File: config.mk
export PLATFORM = sky130hd
export DESIGN_NAME = fifo_tx_launch
export DESIGN_NICKNAME = d
export VERILOG_FILES = /design/src/rtl/txl_pkg.sv /design/src/rtl/txl_trigger.sv /design/src/rtl/txl_irq.sv /design/src/rtl/txl_seq.sv /design/src/rtl/fifo_tx_launch.sv
export SDC_FILE = /design/constraint.sdc
export NUM_CORES = 1
export LEC_CHECK = 0
export CAP_MARGIN = 10
export CORE_AREA = 4 4 41 43
export DETAILED_ROUTE_END_ITERATION = 7
export DIE_AREA = 0 0 45 47
export PLACE_DENSITY = 0.69
export SYNTH_ARGS = -nofsm -noshare
export SYNTH_HDL_FRONTEND = slang
export SYNTH_HIERARCHICAL = 1
export SYNTH_SLANG_ARGS = --single-unit
File: constraint.sdc
create_clock -name clk -period 1.8 [get_ports clk]
set_clock_uncertainty 0.2 [all_clocks]
set_input_delay 0.18 -clock clk [delete_from_list [all_inputs] [get_ports clk]]
set_output_delay 0.18 -clock clk [all_outputs]
set_load 0.05 [all_outputs]
File: src/rtl/txl_pkg.sv
package txl_pkg;

  typedef enum logic [1:0] {
    ST_IDLE = 2'd0,
    ST_ARM  = 2'd1,
    ST_RUN  = 2'd2
  } tx_state_t;

  typedef enum logic [1:0] {
    IRQ_NONE  = 2'd0,
    IRQ_EMPTY = 2'd1,
    IRQ_LEVEL = 2'd2
  } irq_src_t;

  localparam logic [1:0] MODE_OFF = 2'b00;
  localparam logic [1:0] MODE_BUF = 2'b01;

  function automatic logic is_buf_mode(input logic [1:0] m);
    return m == MODE_BUF;
  endfunction

  function automatic logic is_pkt_mode(input logic [1:0] m);
    return m[1];
  endfunction

endpackage

File: src/rtl/txl_trigger.sv
module txl_trigger
  import txl_pkg::*;
#(
  parameter int CNT_W = 7,
  parameter int THR_W = 6
) (
  input  logic [CNT_W-1:0] fifo_count,
  input  logic             fifo_empty,
  input  logic             fifo_full,
  input  logic [1:0]       data_mode,
  input  logic             start_sel,
  input  logic [THR_W-1:0] level_thresh,
  output logic             trig_hit,
  output logic             level_met,
  output irq_src_t         irq_src
);

  localparam int CMP_W = (CNT_W > THR_W) ? CNT_W : THR_W;

  logic [CMP_W-1:0] cnt_ext;
  logic [CMP_W-1:0] thr_ext;

  assign cnt_ext   = CMP_W'(fifo_count);
  assign thr_ext   = CMP_W'(level_thresh);
  assign level_met = (cnt_ext >= thr_ext);

  always_comb begin
    trig_hit = 1'b0;
    irq_src  = IRQ_NONE;
    if (is_buf_mode(data_mode)) begin
      irq_src  = IRQ_EMPTY;
      trig_hit = start_sel ? !fifo_empty : fifo_full;
    end else if (is_pkt_mode(data_mode)) begin
      if (start_sel) begin
        irq_src  = IRQ_EMPTY;
        trig_hit = !fifo_empty;
      end else begin
        irq_src  = IRQ_LEVEL;
        trig_hit = level_met;
      end
    end
  end

endmodule

File: src/rtl/txl_irq.sv
module txl_irq
  import txl_pkg::*;
(
  input  logic     clk,
  input  logic     rst,
  input  irq_src_t irq_src,
  input  logic     fifo_empty,
  input  logic     level_met,
  output logic     irq0
);

  logic irq_next;

  always_comb begin
    unique case (irq_src)
      IRQ_EMPTY: irq_next = fifo_empty;
      IRQ_LEVEL: irq_next = level_met;
      default:   irq_next = 1'b0;
    endcase
  end

  always_ff @(posedge clk) begin
    if (rst) irq0 <= 1'b0;
    else     irq0 <= irq_next;
  end

endmodule

File: src/rtl/txl_seq.sv
module txl_seq
  import txl_pkg::*;
(
  input  logic clk,
  input  logic rst,
  input  logic trig_hit,
  input  logic shifter_idle,
  output logic tx_start,
  output logic tx_done
);

  tx_state_t state_q;

  always_ff @(posedge clk) begin
    if (rst) begin
      state_q  <= ST_IDLE;
      tx_start <= 1'b0;
      tx_done  <= 1'b0;
    end else begin
      tx_start <= 1'b0;
      unique case (state_q)
        ST_IDLE: begin
          if (trig_hit) begin
            tx_start <= 1'b1;
            tx_done  <= 1'b0;
            state_q  <= ST_ARM;
          end
        end
        ST_ARM: begin
          // wait for the shifter to pick up the start
          if (!shifter_idle) state_q <= ST_RUN;
        end
        ST_RUN: begin
          if (shifter_idle) begin
            tx_done <= 1'b1;
            state_q <= ST_IDLE;
          end
        end
        default: state_q <= ST_IDLE;
      endcase
    end
  end

endmodule

File: src/rtl/fifo_tx_launch.sv
module fifo_tx_launch
  import txl_pkg::*;
#(
  parameter int CNT_W = 7,
  parameter int THR_W = 6
) (
  input  logic             clk,
  input  logic             rst,
  input  logic [CNT_W-1:0] fifo_count,
  input  logic             fifo_empty,
  input  logic             fifo_full,
  input  logic [1:0]       data_mode,
  input  logic             start_sel,
  input  logic [THR_W-1:0] level_thresh,
  input  logic             shifter_idle,
  output logic             tx_start,
  output logic             irq0,
  output logic             tx_done
);

  logic     trig_hit;
  logic     level_met;
  irq_src_t irq_src;

  txl_trigger #(.CNT_W(CNT_W), .THR_W(THR_W)) u_trig (
    .fifo_count   (fifo_count),
    .fifo_empty   (fifo_empty),
    .fifo_full    (fifo_full),
    .data_mode    (data_mode),
    .start_sel    (start_sel),
    .level_thresh (level_thresh),
    .trig_hit     (trig_hit),
    .level_met    (level_met),
    .irq_src      (irq_src)
  );

  txl_irq u_irq (
    .clk        (clk),
    .rst        (rst),
    .irq_src    (irq_src),
    .fifo_empty (fifo_empty),
    .level_met  (level_met),
    .irq0       (irq0)
  );

  txl_seq u_seq (
    .clk          (clk),
    .rst          (rst),
    .trig_hit     (trig_hit),
    .shifter_idle (shifter_idle),
    .tx_start     (tx_start),
    .tx_done      (tx_done)
  );

endmodule

Yosys cells after proc, flatten, opt, wreduce, memory -nomap -nowiden
Cells that the tools add are included.
{ "totals": {"reg_bits": 5, "input_bits": 21, "output_inout_bits": 3, "wordCells": 36} }
{ "op_classes": {"n_lt_le_gt_ge": 1, "eq_ne": 8, "muxes": 16, "n_bitwise": 1, "n_reduce_logical": 6} }
{ "op_table": {"columns": ["operator", "count"], "rows": [
  ["2-to-1 mux 2 bit", 6],
  ["greater-or-equal comparator 7 x 6 -> 1 bit", 1],
  ["2-to-1 mux 1 bit", 7],
  ["== test 2 x 1 -> 1 bit, second input constant", 3],
  ["inequality test 2 bit, second input constant", 3],
  ["case mux 2 bit (3 select lines)", 1],
  ["AND reduction 3 bit", 2],
  ["== test 2 bit, second input constant", 2],
  ["case mux 1 bit (2 select lines)", 2],
  ["logical NOT 2 bit", 1],
  ["nonzero test 2 bit", 1],
  ["OR reduction 2 bit", 1],
  ["logical NOT 1 bit", 1],
  ["inverter 1 bit", 1]
]} }

Depth between registers and ports, before layout
Gate-level depths: netlist of run 1.
{ "depth": {"depth_word": 6, "ltp_mapped": 8, "depth_no_buf": 8} }

Modules after synthesis
The synthesis of run 1 kept the hierarchy.
{ "modules_own_cells": {"columns": ["module", "n_inst", "cells_each", "area_each_um2", "seq_area_each_um2"], "rows": [
  ["txl_trigger", 1, 28, 224.0, 0.0],
  ["txl_seq", 1, 14, 143.9, 80.1],
  ["txl_irq", 1, 7, 75.1, 20.0]
]} }

Worst setup path before layout of run 1
Ideal clock, no wire load.
{ "synth_path": {"path_type": "input to register", "start": "in level_thresh[2]", "end": "reg u_seq.tx_done", "setup_time_ns": 0.070, "arrival_ns": 1.212, "required_time_ns": 1.530, "slack_ns": 0.319, "cell_stages": 8, "path_buffers": 0, "cell_sequence": "inv_1 ha_1 a21o_1 a31oi_1 o211ai_2 nand2b_4 nand2_1 a21oi_1"} }
{ "synth_between": {"elab_chain_len": 6} }
{ "synth_rtl": {"columns": ["item", "line", "text"], "rows": [
  ["from (decl)", "fifo_tx_launch.sv:14", "input logic [THR_W-1:0] level_thresh,"],
  ["greater-or-equal comparator 7 x 6 -> 1 bit", "txl_trigger.sv:25", "assign level_met = (cnt_ext >= thr_ext);"],
  ["2-to-1 mux 1 bit", "txl_trigger.sv:34", "if (start_sel) begin"],
  ["2-to-1 mux 1 bit", "txl_trigger.sv:33", "end else if (is_pkt_mode(data_mode)) begin"],
  ["2-to-1 mux 1 bit", "txl_trigger.sv:30", "if (is_buf_mode(data_mode)) begin"],
  ["named net trig_hit", "fifo_tx_launch.sv:21", "logic trig_hit;"],
  ["inequality test 2 bit (no line)", null, null],
  ["AND reduction 3 bit (no line)", null, null],
  ["to (signal assigned)", "txl_seq.sv:18", "tx_done <= 1'b0;"],
  ["to (signal assigned)", "txl_seq.sv:25", "tx_done <= 1'b0;"],
  ["to (signal assigned)", "txl_seq.sv:35", "tx_done <= 1'b1;"],
  ["to (decl)", "txl_seq.sv:9", "output logic tx_done"]
]} }
The timed path passes the listed nets, and every way through them passes these cells.
A chain may end at the register's enable or synchronous reset.

Worst setup path in the final report of run 1
{ "layout_path": {"start": "in level_thresh[4]", "end": "reg u_irq.irq0"} }
{ "layout_between": {"elab_chain_len": 2} }
{ "layout_rtl": {"columns": ["item", "line", "text"], "rows": [
  ["greater-or-equal comparator 7 x 6 -> 1 bit", "txl_trigger.sv:25", null],
  ["named net level_met", "fifo_tx_launch.sv:22", "logic level_met;"],
  ["case mux 1 bit (2 select lines)", "txl_irq.sv:15", "unique case (irq_src)"],
  ["to (signal assigned)", "txl_irq.sv:24", "else irq0 <= irq_next;"],
  ["to (decl)", "txl_irq.sv:9", "output logic irq0"]
]} }
The timed path passes the listed nets, and every way through them passes these cells.

==> impl_metrics.py, run 1 <==
metrics = {
    "setup_path": {
        "cp_data_arrival_time_ns": 1.65,
        "worst_setup_path_start_kind": "input pin",
        "worstSetupEndpointType": "flop",
        "critical_path.max_stage_delay_ns": 0.45,
        "crit_slowest_cell": "clkdlybuf4s50_1",
        "worstPathMaxFanout": 2,
        "critPathKind": "input pin to flop",
        "critPathTopFamily": "compound AO/OA/AOI/OAI gates",
        "worst_ep_required_time_ns": 1.73,
        "critical_path_buf_inv_count": 2,
        "crit_chain": "clkdlybuf4s50_1 -> inv_1 -> ha_1 -> a21o_1 -> a211oi_1 -> o21ai_1 -> a22oi_2 -> nor3_2",
    },
    "floorplan": {
        "die_w_um": 45,
        "die_h_um": 47,
        "start_util": 0.340,
        "num_rows": 13,
        "ios": 24,
        "dieArea_sq_mm": 0.00212,
        "core-area_sq_mm": 0.00130,
    },
    "timing": {
        "worst_slack_ns": 0.0800,
        "finalHoldViolations": 0,
        "setup_viol": 0,
        "fin_tns_setup_ns": 0,
        "fin_crit_sh": 0.956,
        "maxSlewViolCount": 0,
        "period_minus_slack_ns": 1.72,
        "tightest_slew_ns": 0.206,
        "fmax_mhz": 581,
        "max_slew_margin": 0.862,
    },
    "yosys": {
        "netlist_instances": 49,
        "synthesis.area_sq_um": 443,
        "yosys_warnings": 6,
        "seq_area_frac_synth": 0.226,
        "yosys-top-cells-area": "dfxtp_1, ha_1, inv_1",
        "yosysTopAreaCell": "dfxtp_1",
        "synth.avg_cell_area_sq_um": 9.04,
        "synth-seq-cells": 5,
        "ys_types": 24,
        "synth_top_area_share": 0.226,
        "syn-num-nets": 78,
    },
    "placed_design": {
        "place_hpwl_um": 842,
        "routabilityCongestion": 0.651,
        "pre_cts_slack_ns": -0.210,
        "port-buffer-count": 23,
        "dpl_cell_area_sq_um": 692,
    },
    "finish": {
        "drive_above_1_share": 0.247,
        "design_area_sq_um": 771,
        "layout.nets": 107,
        "n_antenna_cell": 0,
        "area_delta_synth_final_pct": 74.0,
        "mostFrequentLayoutCell": "clkdlybuf4s50_1",
        "fill_cells": 119,
        "final_cell_mix": "clkdlybuf4s50_1, inv_1, ha_1, dfxtp_1, buf_4",
    },
    "route": {
        "drt_first_iter_violations": 3,
        "drc": 0,
        "drt_pre_antenna_iters": 4,
        "wirelength_mm": 1.06,
        "wl_per_cell_um": 11.5,
        "drtAntennaViolNets": 0,
        "viasPerCell": 4.72,
        "dr_total_vias": 434,
    },
    "run_status": {
        "status": "finished clean",
    },
    "power": {
        "p_leak_nw": 0.340,
        "clkPwrFrac": 0.312,
        "worst_ir_drop_vdd_mv": 0.476,
        "p_sw_frac": 0.288,
        "p_int_w": 0.000294,
        "seq_power_share": 0.302,
        "combinationalPowerShare": 0.386,
        "p_sw_w": 0.000119,
        "power_density_mw_per_mm2": 536,
    },
    "clocking": {
        "insertion_delay_ns": 0.24,
        "cts_tree": "built",
        "cts-root-buf": "clkbuf_4",
        "max-clock-path-buffers": 2,
        "htreeDepth": 1,
        "cts_inserted_buffers": 3,
        "clk_pin_slew_ns": 0.04,
        "post_cts_buffers": 0,
        "cts_num_sinks": 5,
    },
    "global_routing": {
        "antenna_found_initial": 0,
        "grt_max_degree": 6,
        "gr-total-overflow": 0,
        "track_usage": 0.108,
        "grt_pass1_wl_mm": 1.66,
        "grt_pass1_vias": 424,
    },
    "min_path": {
        "min_path_type": "flop to flop",
    },
    "flow_run": {
        "drv_cap": 0,
    },
}
-- cells by family (layout without fill, tap and decap cells) --
logic type      after synthesis  count (layout)  synth area share
fa+ha+maj                     8               8             0.226
compound gates               12              12             0.206
buf+inv                       9              37            0.0763
mux                           1               1            0.0254
simple gates                 13              13             0.220
flops                         5               5             0.226
xor+xnor                      1               1            0.0198
-- state kept, by name (all words and copies together) (netlist names) --
| signal | cells |
|---|---|
| u_seq/state_q | 2 |
| u_irq/irq0 | 1 |
| u_seq/tx_done | 1 |
| u_seq/tx_start | 1 |
-- metal layers --
metal / GRT usage / part of all wire
met1: 0.123 / 0.40
met2: 0.178 / 0.50
met3: 0.0192 / 0.093
met4: 0.0877 / 0
met5: 0 / 0
-- cell type report --
cell class / count / area [sq um] / area share
Multi-Input combinational cell: 35 / 362 / 0.469
Timing Repair Buffer: 24 / 230 / 0.299
Sequential cell: 5 / 100 / 0.130
Inverter: 9 / 33.8 / 0.0438
Clock buffer: 4 / 26.3 / 0.0341
Tap cell: 15 / 18.8 / 0.0244
-- worst paths after layout --
kind | from | to | slack (ns) | depth (start not counted)
worst max-delay path | level_thresh[4] | u_irq/irq0 | 0.08 | 8
worst min register to register | u_seq/tx_done | u_seq/tx_done | 0.28 | 2
worst min-delay path | u_seq/tx_done | u_seq/tx_done | 0.28 | 2
worst max register to register | u_seq/state_q[0] | u_seq/tx_done | 0.77 | 3
-- power by group through the flow --
stage | Combinational [W] | Clock [W] | Sequential, W
after CTS | 0.000141 | 0.000134 | 0.000124
after detailed placement | 0.000140 | 0 | 0.000126
final | 0.000160 | 0.000129 | 0.000125
after global placement | 0.000138 | 0 | 0.000126
after global routing | 0.000175 | 0.000141 | 0.000125
after floorplan | 0.0000604 | 0 | 0.000139
-- timing repair --
action,in CTS,in global routing
gates resized for setup,0,7
hold buffers,0,0
setup endpoints to repair,0,3
-- metrics by stage --
| stage | hold slack, ns | utilization | power (W) | instances |
|---|---|---|---|---|
| 6_report | 0.280 | 0.592 | 0.000413 | 92 |
| 5_1_grt | 0.311 | 0.592 | 0.000441 | 92 |
| 4_1_cts | 0.274 | 0.552 | 0.000400 | 92 |
| 3_5_place_dp | 0.267 | 0.532 | 0.000266 | 88 |
| 3_3_place_gp | 0.264 | 0.532 | 0.000265 | 88 |
| 2_1_floorplan | 0.0491 | - | 0.000199 | 49 |
-- synth_stat cells --
master    n
and2b_2   1
a211oi_1  2
inv_1     9
dfxtp_1   5
o211ai_2  1
nand3_1   1
o21ai_1   1
nand2b_1  2
o21ai_0   2
a21oi_1   1
xnor2_1   1
nor2b_1   1
a221o_1   1
mux2_2    1
nor3_1    2
nand2b_4  1
nor4b_2   1
nor3_2    1
a22oi_2   1
ha_1      8
nand4b_1  1
a31oi_1   1
nand2_1   2
a21o_1    2
-- worst reg2reg max path: stages (launching register included) --
cell,delay (ns)
dfxtp_1,0.38
nor2b_1,0.07
o21ai_0,0.18
a21oi_1,0.09
(Power assumes the default switching activity.)
==> run 2: changes to the inputs <==
--- a/config.mk
+++ b/config.mk
@@ -6,9 +6,9 @@
 export NUM_CORES = 1
 export LEC_CHECK = 0
 export CAP_MARGIN = 10
-export CORE_AREA = 4 4 41 43
+export CORE_AREA = 2 2 39 41
 export DETAILED_ROUTE_END_ITERATION = 7
-export DIE_AREA = 0 0 45 47
+export DIE_AREA = 0 0 41 43
 export PLACE_DENSITY = 0.69
 export SYNTH_ARGS = -nofsm -noshare
 export SYNTH_HDL_FRONTEND = slang
==> run 2 against run 1 <==
Net effect:
- final area is 6.5% higher
- critical path depth is 1 higher
- maximum frequency is 1.4% lower
- highest routed layer unchanged
- critical endpoint is now u_seq/tx_done
- largest cell class unchanged
- global-route usage is 1.4 points higher
- non-clock buffer count is 1 higher
- setup slack worse by 0.025 ns
- cell count is 2.2% higher
- sequential share of layout area is 0.79 points lower
- via count is 1.6% higher
- flip-flop and latch count stayed put
- sequential power hardly changed
==> impl_metrics.py, run 2 (synthesized netlist as in run 1, its figures left out) <==
metrics = {
    "route": {
        "wl_per_cell_um": 12.1,
        "routedLengthMet1_um": 477,
        "wirelength_mm": 1.14,
        "dr_wl_met3_um": 92,
        "wl_met2_um": 569,
        "drc": 0,
        "drtAntennaViolNets": 0,
        "top_layer": "met3",
        "dr_total_vias": 441,
        "drt_first_iter_violations": 1,
        "viasPerCell": 4.69,
        "drt_pre_antenna_iters": 2,
    },
    "placed_design": {
        "port-buffer-count": 23,
        "place_hpwl_um": 786,
        "dpl_cell_area_sq_um": 693,
        "routabilityCongestion": 0.597,
    },
    "setup_path": {
        "worst_ep_required_time_ns": 1.77,
        "critical_path.max_stage_delay_ns": 0.45,
        "crit_start": "fifo_count[0]",
        "worstPathMaxFanout": 3,
        "crit_chain": "clkdlybuf4s50_1 -> inv_1 -> ha_1 -> nand2b_1 -> a31oi_4 -> o211ai_4 -> nand2b_4 -> nand2_2 -> a21oi_1",
        "critPathKind": "input pin to flop",
        "critical_path_buf_inv_count": 2,
        "crit_slowest_cell": "clkdlybuf4s50_1",
        "critPathTopFamily": "buffers and inverters",
        "cp_data_arrival_time_ns": 1.71,
        "r2r-start": "u_seq/state_q[0]",
        "worstSetupEndpointType": "flop",
        "worst_setup_path_start_kind": "input pin",
    },
    "finish": {
        "fill_cells": 133,
        "final_util": 0.593,
        "final_cell_mix": "clkdlybuf4s50_1, inv_1",
        "largest_register_ffs": 2,
        "regArea_sq_um": 100,
        "mostFrequentLayoutCell": "clkdlybuf4s50_1",
        "layout.nets": 108,
        "area_delta_synth_final_pct": 85.3,
        "multi_input_area_sq_um": 390,
        "regMostFlops": "u_seq/state_q",
        "design_area_sq_um": 821,
        "drive_above_1_share": 0.321,
        "n_antenna_cell": 0,
    },
    "clocking": {
        "cts_num_sinks": 5,
        "insertion_delay_ns": 0.24,
        "cts_inserted_buffers": 3,
        "holdBufCountCts": 0,
        "htreeDepth": 1,
        "max-clock-path-buffers": 2,
        "clk_pin_slew_ns": 0.04,
        "cts-root-buf": "clkbuf_4",
        "cts_tree": "built",
    },
    "power": {
        "p_leak_nw": 0.390,
        "power_density_mw_per_mm2": 517,
        "worst_ir_drop_vdd_mv": 0.392,
    },
    "timing": {
        "fmax_mhz": 573,
        "tightest_slew_ns": 0.213,
        "fin_crit_sh": 0.970,
        "maxSlewViolCount": 0,
        "setup_viol": 0,
        "max_slew_margin": 0.858,
        "finalHoldViolations": 0,
        "period_minus_slack_ns": 1.75,
    },
    "floorplan": {
        "dieArea_sq_mm": 0.00176,
        "die_w_um": 41,
        "start_util": 0.320,
        "num_rows": 14,
        "core-area_sq_mm": 0.00138,
        "ios": 24,
        "die_h_um": 43,
    },
    "global_routing": {
        "grt_pass1_vias": 408,
        "antenna_found_initial": 0,
        "gr-total-overflow": 0,
        "track_usage": 0.122,
        "grt_max_degree": 6,
        "grt_pass1_wl_mm": 1.48,
    },
    "min_path": {
        "hp-start": "u_seq/tx_done",
        "min_path_type": "flop to flop",
    },
    "run_status": {
        "status": "finished clean",
    },
    "flow_run": {
        "drv_cap": 0,
    },
}
-- run 2: changes by cell type in the layout (fill, tap and decap cells not counted), sizes merged --
| cell | before | now |
|---|---|---|
| clkdlybuf4s50 | 20 | 15 |
| dlymetal6s2s | 0 | 5 |
| buf | 4 | 5 |
-- run 2: final cells by class --
type,instances,share of cell area
inverters,9,0.0412
well taps,16,0.0244
repair buffers,25,0.305
multi-input cells,35,0.476
flip-flops and latches,5,0.122
clock buffers,4,0.0320
-- run 2: tightest hold or removal path, stage by stage (launching register included) --
cell	delay, ns
dfxtp_1	0.33
nand2_2	0.06
a21oi_1	0.06
-- run 2: worst paths after layout --
path	to	slack, ns	cells past startpoint
min reg2reg	u_seq/tx_done	0.29	2
min	u_seq/tx_done	0.29	2
max	u_seq/tx_done	0.05	9
max reg2reg	u_seq/tx_done	0.78	3
-- run 2: layer usage --
layer | up-vias | GRT usage
li1 | 233 | -
met1 | 191 | 0.157
met2 | 17 | 0.181
met3 | 0 | 0.0314
met4 | 0 | 0.0600
met5 | - | 0
-- run 2: repair_timing --
action | CTS | global route
buffers inserted | 0 | 1
gates resized for setup | 1 | 17
pin swaps | 0 | 6
endpoints found under the setup margin | 1 | 4
-- run 2: metrics by stage --
stage	setup WS, ns	hold slack, ns	std cells	total power [W]	setup TNS, ns
2_1_floorplan	0.319	0.0491	49	0.000199	0
3_3_place_gp	-0.241	0.268	89	0.000265	-0.772
3_5_place_dp	-0.274	0.286	89	0.000266	-0.884
4_1_cts	0.00181	0.296	93	0.000399	0
5_1_grt	-0.00801	0.310	94	0.000456	-0.00966
6_report	0.0548	0.290	94	0.000425	0
-- run 2: power breakdown --
part / total (W) / leakage [nW] / internal [W] / switching, W
logic: 0.000172 / 0.334 / 0.0000965 / 0.0000757
registers: 0.000125 / 0.0409 / 0.000119 / 0.00000610
clock network: 0.000128 / 0.0150 / 0.0000837 / 0.0000438
==> run 3: changes to the inputs <==
==> constraint.sdc (replaced) <==
create_clock -name clk -period 1.8 [get_ports clk]
set_clock_uncertainty 0.2 [all_clocks]
set_input_delay 0.18 -clock clk [delete_from_list [all_inputs] [get_ports clk]]
set_output_delay 0.18 -clock clk [all_outputs]
set_load 0.005 [all_outputs]
==> run 3 against run 2 <==
Net effect:
- core utilization grew 0.36 points
- maximum frequency shrank 0.42%
- worst hold slack lost 0.0056 ns
- critical endpoint unchanged
- setup slack lost 0.0073 ns
- die area is the same
- non-clock buffer count is the same
- cell count is the same
- clock-buffer cell count is the same
==> impl_metrics.py, run 3 (synthesized netlist as in run 1, its figures left out) <==
metrics = {
    "run_status": {
        "status": "finished clean",
    },
    "global_routing": {
        "grt_pass1_vias": 387,
        "grt_pass1_wl_mm": 1.47,
        "track_usage": 0.126,
        "antenna_found_initial": 0,
        "grt_max_degree": 6,
        "gr-total-overflow": 0,
    },
    "finish": {
        "regMostFlops": "u_seq/state_q",
        "area_delta_synth_final_pct": 86.4,
        "fill_cells": 124,
        "n_antenna_cell": 0,
        "largest_register_ffs": 2,
        "final_cell_mix": "clkdlybuf4s50_1, inv_1, ha_1, dfxtp_1",
        "layout.nets": 108,
        "mostFrequentLayoutCell": "clkdlybuf4s50_1",
        "design_area_sq_um": 826,
        "drive_above_1_share": 0.282,
        "final_cells": 94,
    },
    "route": {
        "wl_per_cell_um": 11.5,
        "drt_pre_antenna_iters": 4,
        "drt_first_iter_violations": 4,
        "dr_total_vias": 458,
        "drc": 0,
        "drtAntennaViolNets": 0,
        "viasPerCell": 4.87,
        "wirelength_mm": 1.08,
    },
    "clocking": {
        "max-clock-path-buffers": 2,
        "cts_num_sinks": 5,
        "cts_inserted_buffers": 3,
        "htreeDepth": 1,
        "insertion_delay_ns": 0.24,
        "cts_tree": "built",
        "holdBufCountCts": 0,
        "clk_pin_slew_ns": 0.04,
        "cts-root-buf": "clkbuf_4",
    },
    "placed_design": {
        "port-buffer-count": 23,
        "routabilityCongestion": 0.597,
        "dpl_cell_area_sq_um": 701,
        "placed_cells": 89,
        "place_hpwl_um": 836,
    },
    "floorplan": {
        "die_w_um": 41,
        "core-area_sq_mm": 0.00138,
        "num_rows": 14,
        "start_util": 0.320,
        "die_h_um": 43,
        "ios": 24,
        "dieArea_sq_mm": 0.00176,
    },
    "setup_path": {
        "critPathKind": "input pin to flop",
        "crit_slowest_cell": "clkdlybuf4s50_1",
        "cp_data_arrival_time_ns": 1.67,
        "critPathTopFamily": "buffers and inverters",
        "worst_ep_required_time_ns": 1.72,
        "r2r_slack_ns": 0.79,
        "critical_path_buf_inv_count": 2,
        "r2r_end": "u_seq/tx_done",
        "worst_setup_path_start_kind": "input pin",
        "r2r_cells": 3,
        "r2r-start": "u_seq/state_q[0]",
        "worstSetupEndpointType": "flop",
        "critical_path.max_stage_delay_ns": 0.47,
        "crit_chain": "clkdlybuf4s50_1 -> inv_2 -> ha_4 -> nand4b_1 -> nand2b_4 -> o211ai_4 -> nand2b_4 -> nand2_1 -> a21oi_1",
        "crit_top_cell": "nand2b_4",
        "worstPathMaxFanout": 3,
    },
    "timing": {
        "whs_ns": 0.284,
        "tightest_slew_ns": 0.231,
        "max_slew_margin": 0.846,
        "fmax_mhz": 571,
        "fin_crit_sh": 0.974,
        "fin_tns_setup_ns": 0,
        "maxSlewViolCount": 0,
        "period_minus_slack_ns": 1.75,
        "finalHoldViolations": 0,
        "setup_viol": 0,
    },
    "power": {
        "p_leak_nw": 0.346,
        "finalPower_w": 0.000415,
        "power_density_mw_per_mm2": 503,
        "worst_ir_drop_vdd_mv": 0.307,
    },
    "min_path": {
        "hp-start": "u_seq/tx_done",
        "whs_path_depth": 2,
        "min_to": "u_seq/tx_done",
        "min_path_type": "flop to flop",
    },
    "flow_run": {
        "drv_cap": 0,
    },
}
==> run 3: stage by stage <==
| stage | setup slack (ns) | utilization |
|---|---|---|
| final | 0.0475 | 0.597 |
| after global routing | -0.0108 | 0.597 |
| after CTS | 0.00162 | 0.530 |
| after detailed placement | -0.266 | 0.506 |
| after global placement | -0.238 | 0.506 |
| after floorplan | 0.342 | - |
==> run 3: layout make-up <==
class                      instances  area [sq um]  share of cell area
timing repair buffer              25           245               0.297
clock buffer                       4          26.3              0.0318
inverter                           9          33.8              0.0409
multi-input combinational         35           400               0.485
tap                               16          20.0              0.0242
sequential                         5           100               0.121
==> run 3: worst reg2reg max path: cells and delay by family (launching register included) <==
| kind | cells | cell delay (ns) |
|---|---|---|
| DFF | 1 | 0.38 |
| and+or+nand+nor | 2 | 0.23 |
| AOI/OAI and AO/OA | 1 | 0.13 |
==> run 3: worst max-delay path by stage <==
stage                               start               end  slack, ns  cells past startpoint
after floorplan           level_thresh[2]     u_seq/tx_done       0.34                      8
after global placement    level_thresh[4]        u_irq/irq0      -0.24                      8
after detailed placement    fifo_count[0]     u_seq/tx_done      -0.27                      9
after CTS                   fifo_count[0]     u_seq/tx_done      0.002                      9
after global routing      level_thresh[4]  u_seq/state_q[0]      -0.01                      8
final                     level_thresh[5]     u_seq/tx_done       0.05                      9
==> run 3: per-layer routing <==
| metal | vias to the layer above | GRT usage | routed length, um |
|---|---|---|---|
| met5 | - | 0 | 0 |
| li1 | 233 | - | - |
| met3 | 0 | 0.0314 | 97 |
| met4 | 0 | 0.0800 | 0 |
| met2 | 21 | 0.184 | 532 |
| met1 | 204 | 0.155 | 448 |
==> run 3: repair_timing <==
action,4_1_cts,5_1_grt
endpoints found under the setup margin,2,4
gates resized for setup,1,12
pin swaps,0,3
setup buffers,0,1
==> run 3: power by group <==
group / total, W / internal [W] / switching [W]
registers: 0.000125 / 0.000119 / 0.00000577
clock network: 0.000127 / 0.0000836 / 0.0000432
logic: 0.000164 / 0.000102 / 0.0000623
